File: config.mk
export PLATFORM = sky130hd
export DESIGN_NAME = crf_vec_writer
export DESIGN_NICKNAME = d
export VERILOG_FILES = /design/src/rtl/crf_vec_pkg.sv /design/src/rtl/crf_vec_lane.sv /design/src/rtl/crf_vec_ctrl.sv /design/src/rtl/crf_vec_writer.sv
export SDC_FILE = /design/constraint.sdc
export NUM_CORES = 1
export LEC_CHECK = 0
export BUFFER_PORTS_ARGS = -buffer_cell sky130_fd_sc_hd__buf_2
export CORE_MARGIN = 3
export CORE_UTILIZATION = 51
export CTS_BUF_LIST = sky130_fd_sc_hd__clkbuf_4
export DETAILED_ROUTE_END_ITERATION = 6
export PLACE_DENSITY = 0.79
export SYNTH_ARGS = -nofsm -noshare
export SYNTH_HDL_FRONTEND = slang
export SYNTH_SLANG_ARGS = --single-unit
File: constraint.sdc
create_clock -name clk -period 2.5 [get_ports clk]
set_input_delay 0.375 -clock clk [delete_from_list [all_inputs] [get_ports clk]]
set_output_delay 0.375 -clock clk [all_outputs]
set_load 0.02 [all_outputs]
File: src/rtl/crf_vec_pkg.sv
package crf_vec_pkg;
    localparam int FIELD_W = 4;

    typedef logic [FIELD_W-1:0] field_t;

    typedef enum logic [1:0] {
        ST_IDLE,
        ST_RUN,
        ST_FINISH
    } crf_state_e;
endpackage

File: src/rtl/crf_vec_lane.sv
module crf_vec_lane
    import crf_vec_pkg::*;
(
    input  logic   clk,
    input  logic   rst_n,
    input  logic   active,
    input  logic   src_bit,
    input  logic   pred_bit,
    input  logic   zero_en,
    input  logic   merge,
    input  field_t sel_mask,
    input  field_t polarity,
    input  field_t old_field,
    output logic   wr_en,
    output field_t wr_data
);
    field_t tested;
    field_t kept;

    always_comb begin
        tested  = sel_mask & ~(polarity ^ {FIELD_W{src_bit}});
        kept    = merge ? (old_field & ~sel_mask) : '0;
        wr_en   = 1'b0;
        wr_data = '0;
        if (active) begin
            if (pred_bit) begin
                wr_en   = 1'b1;
                wr_data = tested | kept;
            end else if (zero_en) begin
                wr_en   = 1'b1;
                wr_data = '0;
            end
        end
    end

    AST_KEEP_UNSELECTED: assert property (@(posedge clk) disable iff (!rst_n)
        (active && pred_bit && merge) |-> ((wr_data & ~sel_mask) == (old_field & ~sel_mask)))
        else $error("unselected lane not kept");
    AST_ZERO_ON_CLEAR: assert property (@(posedge clk) disable iff (!rst_n)
        (wr_en && !pred_bit) |-> (wr_data == '0))
        else $error("cleared predicate wrote non-zero");
endmodule

File: src/rtl/crf_vec_ctrl.sv
module crf_vec_ctrl
    import crf_vec_pkg::*;
#(
    parameter int XLEN    = 64,
    parameter int NFIELDS = 16,
    localparam int VL_W   = $clog2(XLEN + 1),
    localparam int SEL_W  = $clog2(XLEN),
    localparam int IDX_W  = $clog2(NFIELDS)
) (
    input  logic             clk,
    input  logic             rst_n,
    input  logic             start,
    input  logic [VL_W-1:0]  vl,
    input  logic [IDX_W-1:0] base_idx,
    input  field_t           sel_mask,
    input  field_t           polarity,
    input  logic             merge,
    input  logic [XLEN-1:0]  src_val,
    input  logic [XLEN-1:0]  dst_pred,
    input  logic             zero_en,
    output logic             active,
    output logic             done,
    output logic [IDX_W-1:0] cur_idx,
    output logic             src_bit,
    output logic             pred_bit,
    output field_t           mask_q,
    output field_t           pol_q,
    output logic             merge_q,
    output logic             zero_q
);
    crf_state_e       state;
    logic [VL_W-1:0]  vl_q;
    logic [VL_W-1:0]  elem;
    logic [IDX_W-1:0] base_q;
    logic [XLEN-1:0]  src_q;
    logic [XLEN-1:0]  pred_q;
    logic [VL_W-1:0]  vl_sat;

    assign vl_sat = (vl > VL_W'(XLEN)) ? VL_W'(XLEN) : vl;

    always_ff @(posedge clk) begin
        if (!rst_n) begin
            state   <= ST_IDLE;
            vl_q    <= '0;
            elem    <= '0;
            base_q  <= '0;
            src_q   <= '0;
            pred_q  <= '0;
            mask_q  <= '0;
            pol_q   <= '0;
            merge_q <= 1'b0;
            zero_q  <= 1'b0;
        end else begin
            unique case (state)
                ST_IDLE: begin
                    if (start) begin
                        vl_q    <= vl_sat;
                        elem    <= '0;
                        base_q  <= base_idx;
                        src_q   <= src_val;
                        pred_q  <= dst_pred;
                        mask_q  <= sel_mask;
                        pol_q   <= polarity;
                        merge_q <= merge;
                        zero_q  <= zero_en;
                        state   <= (vl_sat == '0) ? ST_FINISH : ST_RUN;
                    end
                end
                ST_RUN: begin
                    if (elem == vl_q - VL_W'(1)) begin
                        state <= ST_FINISH;
                    end else begin
                        elem <= elem + VL_W'(1);
                    end
                end
                ST_FINISH: state <= ST_IDLE;
                default:   state <= ST_IDLE;
            endcase
        end
    end

    always_comb begin
        active   = (state == ST_RUN);
        done     = (state == ST_FINISH);
        cur_idx  = base_q + IDX_W'(elem);
        src_bit  = src_q[elem[SEL_W-1:0]];
        pred_bit = pred_q[elem[SEL_W-1:0]];
    end

    AST_DONE_PULSE: assert property (@(posedge clk) disable iff (!rst_n)
        done |=> !done)
        else $error("done longer than one cycle");
    AST_IDX_STEP: assert property (@(posedge clk) disable iff (!rst_n)
        (active && $past(active)) |-> (cur_idx == $past(cur_idx) + IDX_W'(1)))
        else $error("field index did not step");
    AST_OPERANDS_HELD: assert property (@(posedge clk) disable iff (!rst_n)
        (active && $past(active)) |-> ($stable(vl_q) && $stable(mask_q) && $stable(src_q)))
        else $error("operands changed while running");
endmodule

File: src/rtl/crf_vec_writer.sv
module crf_vec_writer
    import crf_vec_pkg::*;
#(
    parameter int XLEN    = 64,
    parameter int NFIELDS = 16,
    localparam int VL_W   = $clog2(XLEN + 1),
    localparam int IDX_W  = $clog2(NFIELDS)
) (
    input  logic                 clk,
    input  logic                 rst_n,
    input  logic                 start,
    input  logic [VL_W-1:0]      vl,
    input  logic [IDX_W-1:0]     base_idx,
    input  logic [FIELD_W-1:0]   sel_mask,
    input  logic [FIELD_W-1:0]   polarity,
    input  logic                 merge,
    input  logic [XLEN-1:0]      src_val,
    input  logic [XLEN-1:0]      dst_pred,
    input  logic                 zero_en,
    input  logic [FIELD_W-1:0]   old_field,
    output logic [IDX_W-1:0]     rd_idx,
    output logic                 wr_en,
    output logic [IDX_W-1:0]     wr_idx,
    output logic [FIELD_W-1:0]   wr_data,
    output logic                 done
);
    logic             active;
    logic [IDX_W-1:0] cur_idx;
    logic             src_bit;
    logic             pred_bit;
    field_t           mask_q;
    field_t           pol_q;
    logic             merge_q;
    logic             zero_q;

    crf_vec_ctrl #(.XLEN(XLEN), .NFIELDS(NFIELDS)) u_ctrl (
        .clk      (clk),
        .rst_n    (rst_n),
        .start    (start),
        .vl       (vl),
        .base_idx (base_idx),
        .sel_mask (sel_mask),
        .polarity (polarity),
        .merge    (merge),
        .src_val  (src_val),
        .dst_pred (dst_pred),
        .zero_en  (zero_en),
        .active   (active),
        .done     (done),
        .cur_idx  (cur_idx),
        .src_bit  (src_bit),
        .pred_bit (pred_bit),
        .mask_q   (mask_q),
        .pol_q    (pol_q),
        .merge_q  (merge_q),
        .zero_q   (zero_q)
    );

    crf_vec_lane u_lane (
        .clk       (clk),
        .rst_n     (rst_n),
        .active    (active),
        .src_bit   (src_bit),
        .pred_bit  (pred_bit),
        .zero_en   (zero_q),
        .merge     (merge_q),
        .sel_mask  (mask_q),
        .polarity  (pol_q),
        .old_field (old_field),
        .wr_en     (wr_en),
        .wr_data   (wr_data)
    );

    assign rd_idx = cur_idx;
    assign wr_idx = cur_idx;

    AST_WRITE_NOT_DONE: assert property (@(posedge clk) disable iff (!rst_n)
        wr_en |-> !done)
        else $error("write during done");
endmodule

==> summary.txt <==
gr ovfl total -> 0
Layout fillers -> 1069
clock transition at the registers of the reported paths -> 0.13 ns
TNS Setup -> -4.86 ns
P_leak -> 0.00377 uW
vias in the first global route -> 6995
final worst path period need -> 3.26 ns
status -> complete, but fails checks
post-route cell area -> 0.00957 sq mm
Post-synth EDFFs -> 0
CTS Root Buffer Type -> clkbuf_4
fmax -> 307 MHz
Post-Synth Simple-Gate Area -> 21.2%
CP endpoint kind -> output port
DRT Pass-1 Iters -> 5
initial antenna violation count -> 1
critical path peak fanout -> 11
TritonCTS Buffers -> 17
area grow syn2layout -> 30.3%
row count -> 43
I/O Buffers -> 169
WL/cell -> 15.8 um
share of layout cells above drive strength 1 -> 27.4%
clock sinks -> 158
xor/xnor share of the synthesized area -> 1.55%
Antenna Nets Post-Route -> 0
Syn Nets -> 1043
Min Hold Slack -> 0.0194 ns
die width -> 126 um
syn_area_per_cell -> 8.34 sq um
Vias per Instance -> 5.50
final period utilization -> 130%
clk_lat worst skew -> 0.59 ns
HP Class -> in2reg
core footprint -> 0.0140 sq mm
RSZ-0062 raised after global routing -> true
register bit total from synthesis -> 158
Netlist cell types -> 52
worst endpoint data arrival time -> 2.89 ns
Gate Count Post-Synth -> 881
IO Count -> 170
DRT Wirelength -> 20300 um
Detail Placement HPWL -> 13600 um
H-tree depth -> 4
hold wc startpoint -> src_val[21]
post-synthesis sequential area ratio -> 43.0%
Final Non-Filler Cells -> 1285
clk_skew -> 0.00930 ns
largest net degree at the start of global routing -> 116
maxcap violations -> 0
area fraction in compound gates after synthesis -> 14.8%
Starting Density -> 52.5%
total number of vias -> 7072
nets -> 1254
placed cells -> 1190
Placer Congestion -> 0.813
Synth warnings -> 0
predominant post-synthesis flop cell -> dfxtp_1
TritonCTS clock tree -> yes
CP Launch Point -> u_ctrl.elem[0]
worst relative slew slack -> 43.9%
endpoints failing hold -> 0
Setup crit start kind -> flop
post-synthesis mux area share -> 12.7%
Die Area -> 0.0159 sq mm
post-synthesis adder-cell area fraction -> 1.12%
pwr/cell area -> 568 mW/mm^2
worst setup margin -> -0.762 ns
Detailed Route Iter0 Violations -> 542
fraction of registers with async set/reset -> 0%
CP required -> 2.12 ns
# DRC -> 0
All-Layer GR Usage -> 25.9%
failing checks -> setup timing
Slew Viols, Final -> 0
first-pass GRT wire length -> 33500 um
worst slew pin tran -> 0.842 ns
CTS Buffer Depth -> 2
Final setup violation count -> 11
Mapped Area -> 0.00735 sq mm
height of the die -> 126 um
maximum VDD drop -> 0.363 mV
largest family of logic cells by synthesized area -> simple AND/OR/NAND/NOR gates
DP Area -> 0.00847 sq mm
worst r2r src -> u_ctrl.vl_q[1]
critical path class -> reg2out
metal layers:
layer	vias up	global-route usage [%]	share of wire, %
met5	-	0	0
met4	0	12.5	3.8
met3	59	5.85	7.1
met2	281	41.6	47
met1	3296	33.1	42
li1	3436	-	-
report_power, final:
group | internal (uW) | switching (uW) | leakage, uW
combinational | 481 | 541 | 0.00232
sequential | 2690 | 118 | 0.00130
clock | 715 | 890 | 0.000149
total | 3890 | 1550 | 0.00377
layout by cell type, fill, tap and decap left out, types with 10 or more instances in the layout:
cell and instances:
buf_4 29, mux4_2 26, nand2_1 297, nand3_1 12, buf_2 163, nand3b_1 10, xnor2_1 10, dfxtp_1 155
dlygate4sd3_1 57, mux2i_1 24, a21oi_1 158, clkbuf_4 20
area by class of cell:
cell class | instances | area [sq um] | area share (%)
repair buffers | 266 | 1890 | 19.7
inverters | 11 | 46.3 | 0.484
clock inverters | 11 | 143 | 1.49
multi-input cells | 638 | 3940 | 41.2
flip-flops and latches | 158 | 3170 | 33.2
clock buffers | 20 | 150 | 1.57
diodes | 1 | 2.50 | 0.0261
well taps | 180 | 225 | 2.35
per-stage QoR:
step	util, %	setup slack [ns]	power (uW)
after floorplan	-	-0.0364	3440
after global placement	60.6	-0.287	3740
after detailed placement	60.6	-0.443	3770
after CTS	68.0	-0.781	5430
after global routing	68.4	-0.856	5680
final	68.4	-0.762	5430
final timing paths:
check	cells past startpoint	slack [ns]	to
setup / recovery	8	-0.76	wr_data[3]
hold / removal	3	0.02	u_ctrl.src_q[21]
setup reg to reg	9	0.20	u_ctrl.elem[3]
hold reg to reg	2	0.46	u_ctrl.pred_q[43]
flip-flops by register name, indices dropped and copies added, names as in the netlist:
name / count
u_ctrl.pred_q: 64
u_ctrl.pol_q: 4
u_ctrl.vl_q: 7
u_ctrl.mask_q: 4
u_ctrl.merge_q: 1
u_ctrl.state: 2
u_ctrl.base_q: 4
u_ctrl.src_q: 64
u_ctrl.zero_q: 1
u_ctrl.elem: 7
cell usage after synthesis, types with 2 or more instances:
master       n  area (sq um)
nand2_1    298          1120
a21oi_1    160           801
dfxtp_1    158          3160
clkbuf_1    55           206
mux2i_1     28           280
mux4_2      26           586
nand3_1     12          60.1
xnor2_1     12           105
nand3b_1    10          75.1
inv_1        9          33.8
and3_1       8          50.1
buf_4        6          45.0
mux2_2       6          67.6
nor2b_1      6          37.5
buf_1        5          18.8
buf_6        5          56.3
ha_1         5          62.6
nor3b_1      5          37.5
o21ai_0      5          25.0
or3_1        5          31.3
nor2_1       4          15.0
nor4_1       4          25.0
a2111oi_0    3          26.3
a211o_1      3          26.3
a31oi_1      3          18.8
and2_1       3          18.8
nand2b_1     3          18.8
nor3_1       3          15.0
a2111o_1     2          22.5
a22o_1       2          17.5
a22oi_4      2          42.5
buf_12       2          40.0
inv_2        2          7.51
nor4b_1      2          17.5
o211ai_1     2          15.0
cell families after synthesis:
family	Yosys count
fa+ha+maj	6
buf+inv	85
flops	158
simple gates	367
compound gates	192
mux	60
xor+xnor	13
critical path, stage by stage (launching register included):
cell,delay (ns)
dfxtp_4,0.39
buf_12,0.14
mux4_2,0.51
mux4_2,0.48
mux2i_1,0.18
nor2b_2,0.18
a211o_4,0.18
a311oi_4,0.07
buf_6,0.16
what timing repair did:
item,4_1_cts,5_1_grt
setup endpoints to repair,11,12
setup buffers,5,0
pin swaps,3,2
gates resized for setup,22,15
gates cloned,1,0
endpoints found under the hold margin,56,1
hold buffers,56,1
No activity file was read; power rests on OpenSTA's default activity.
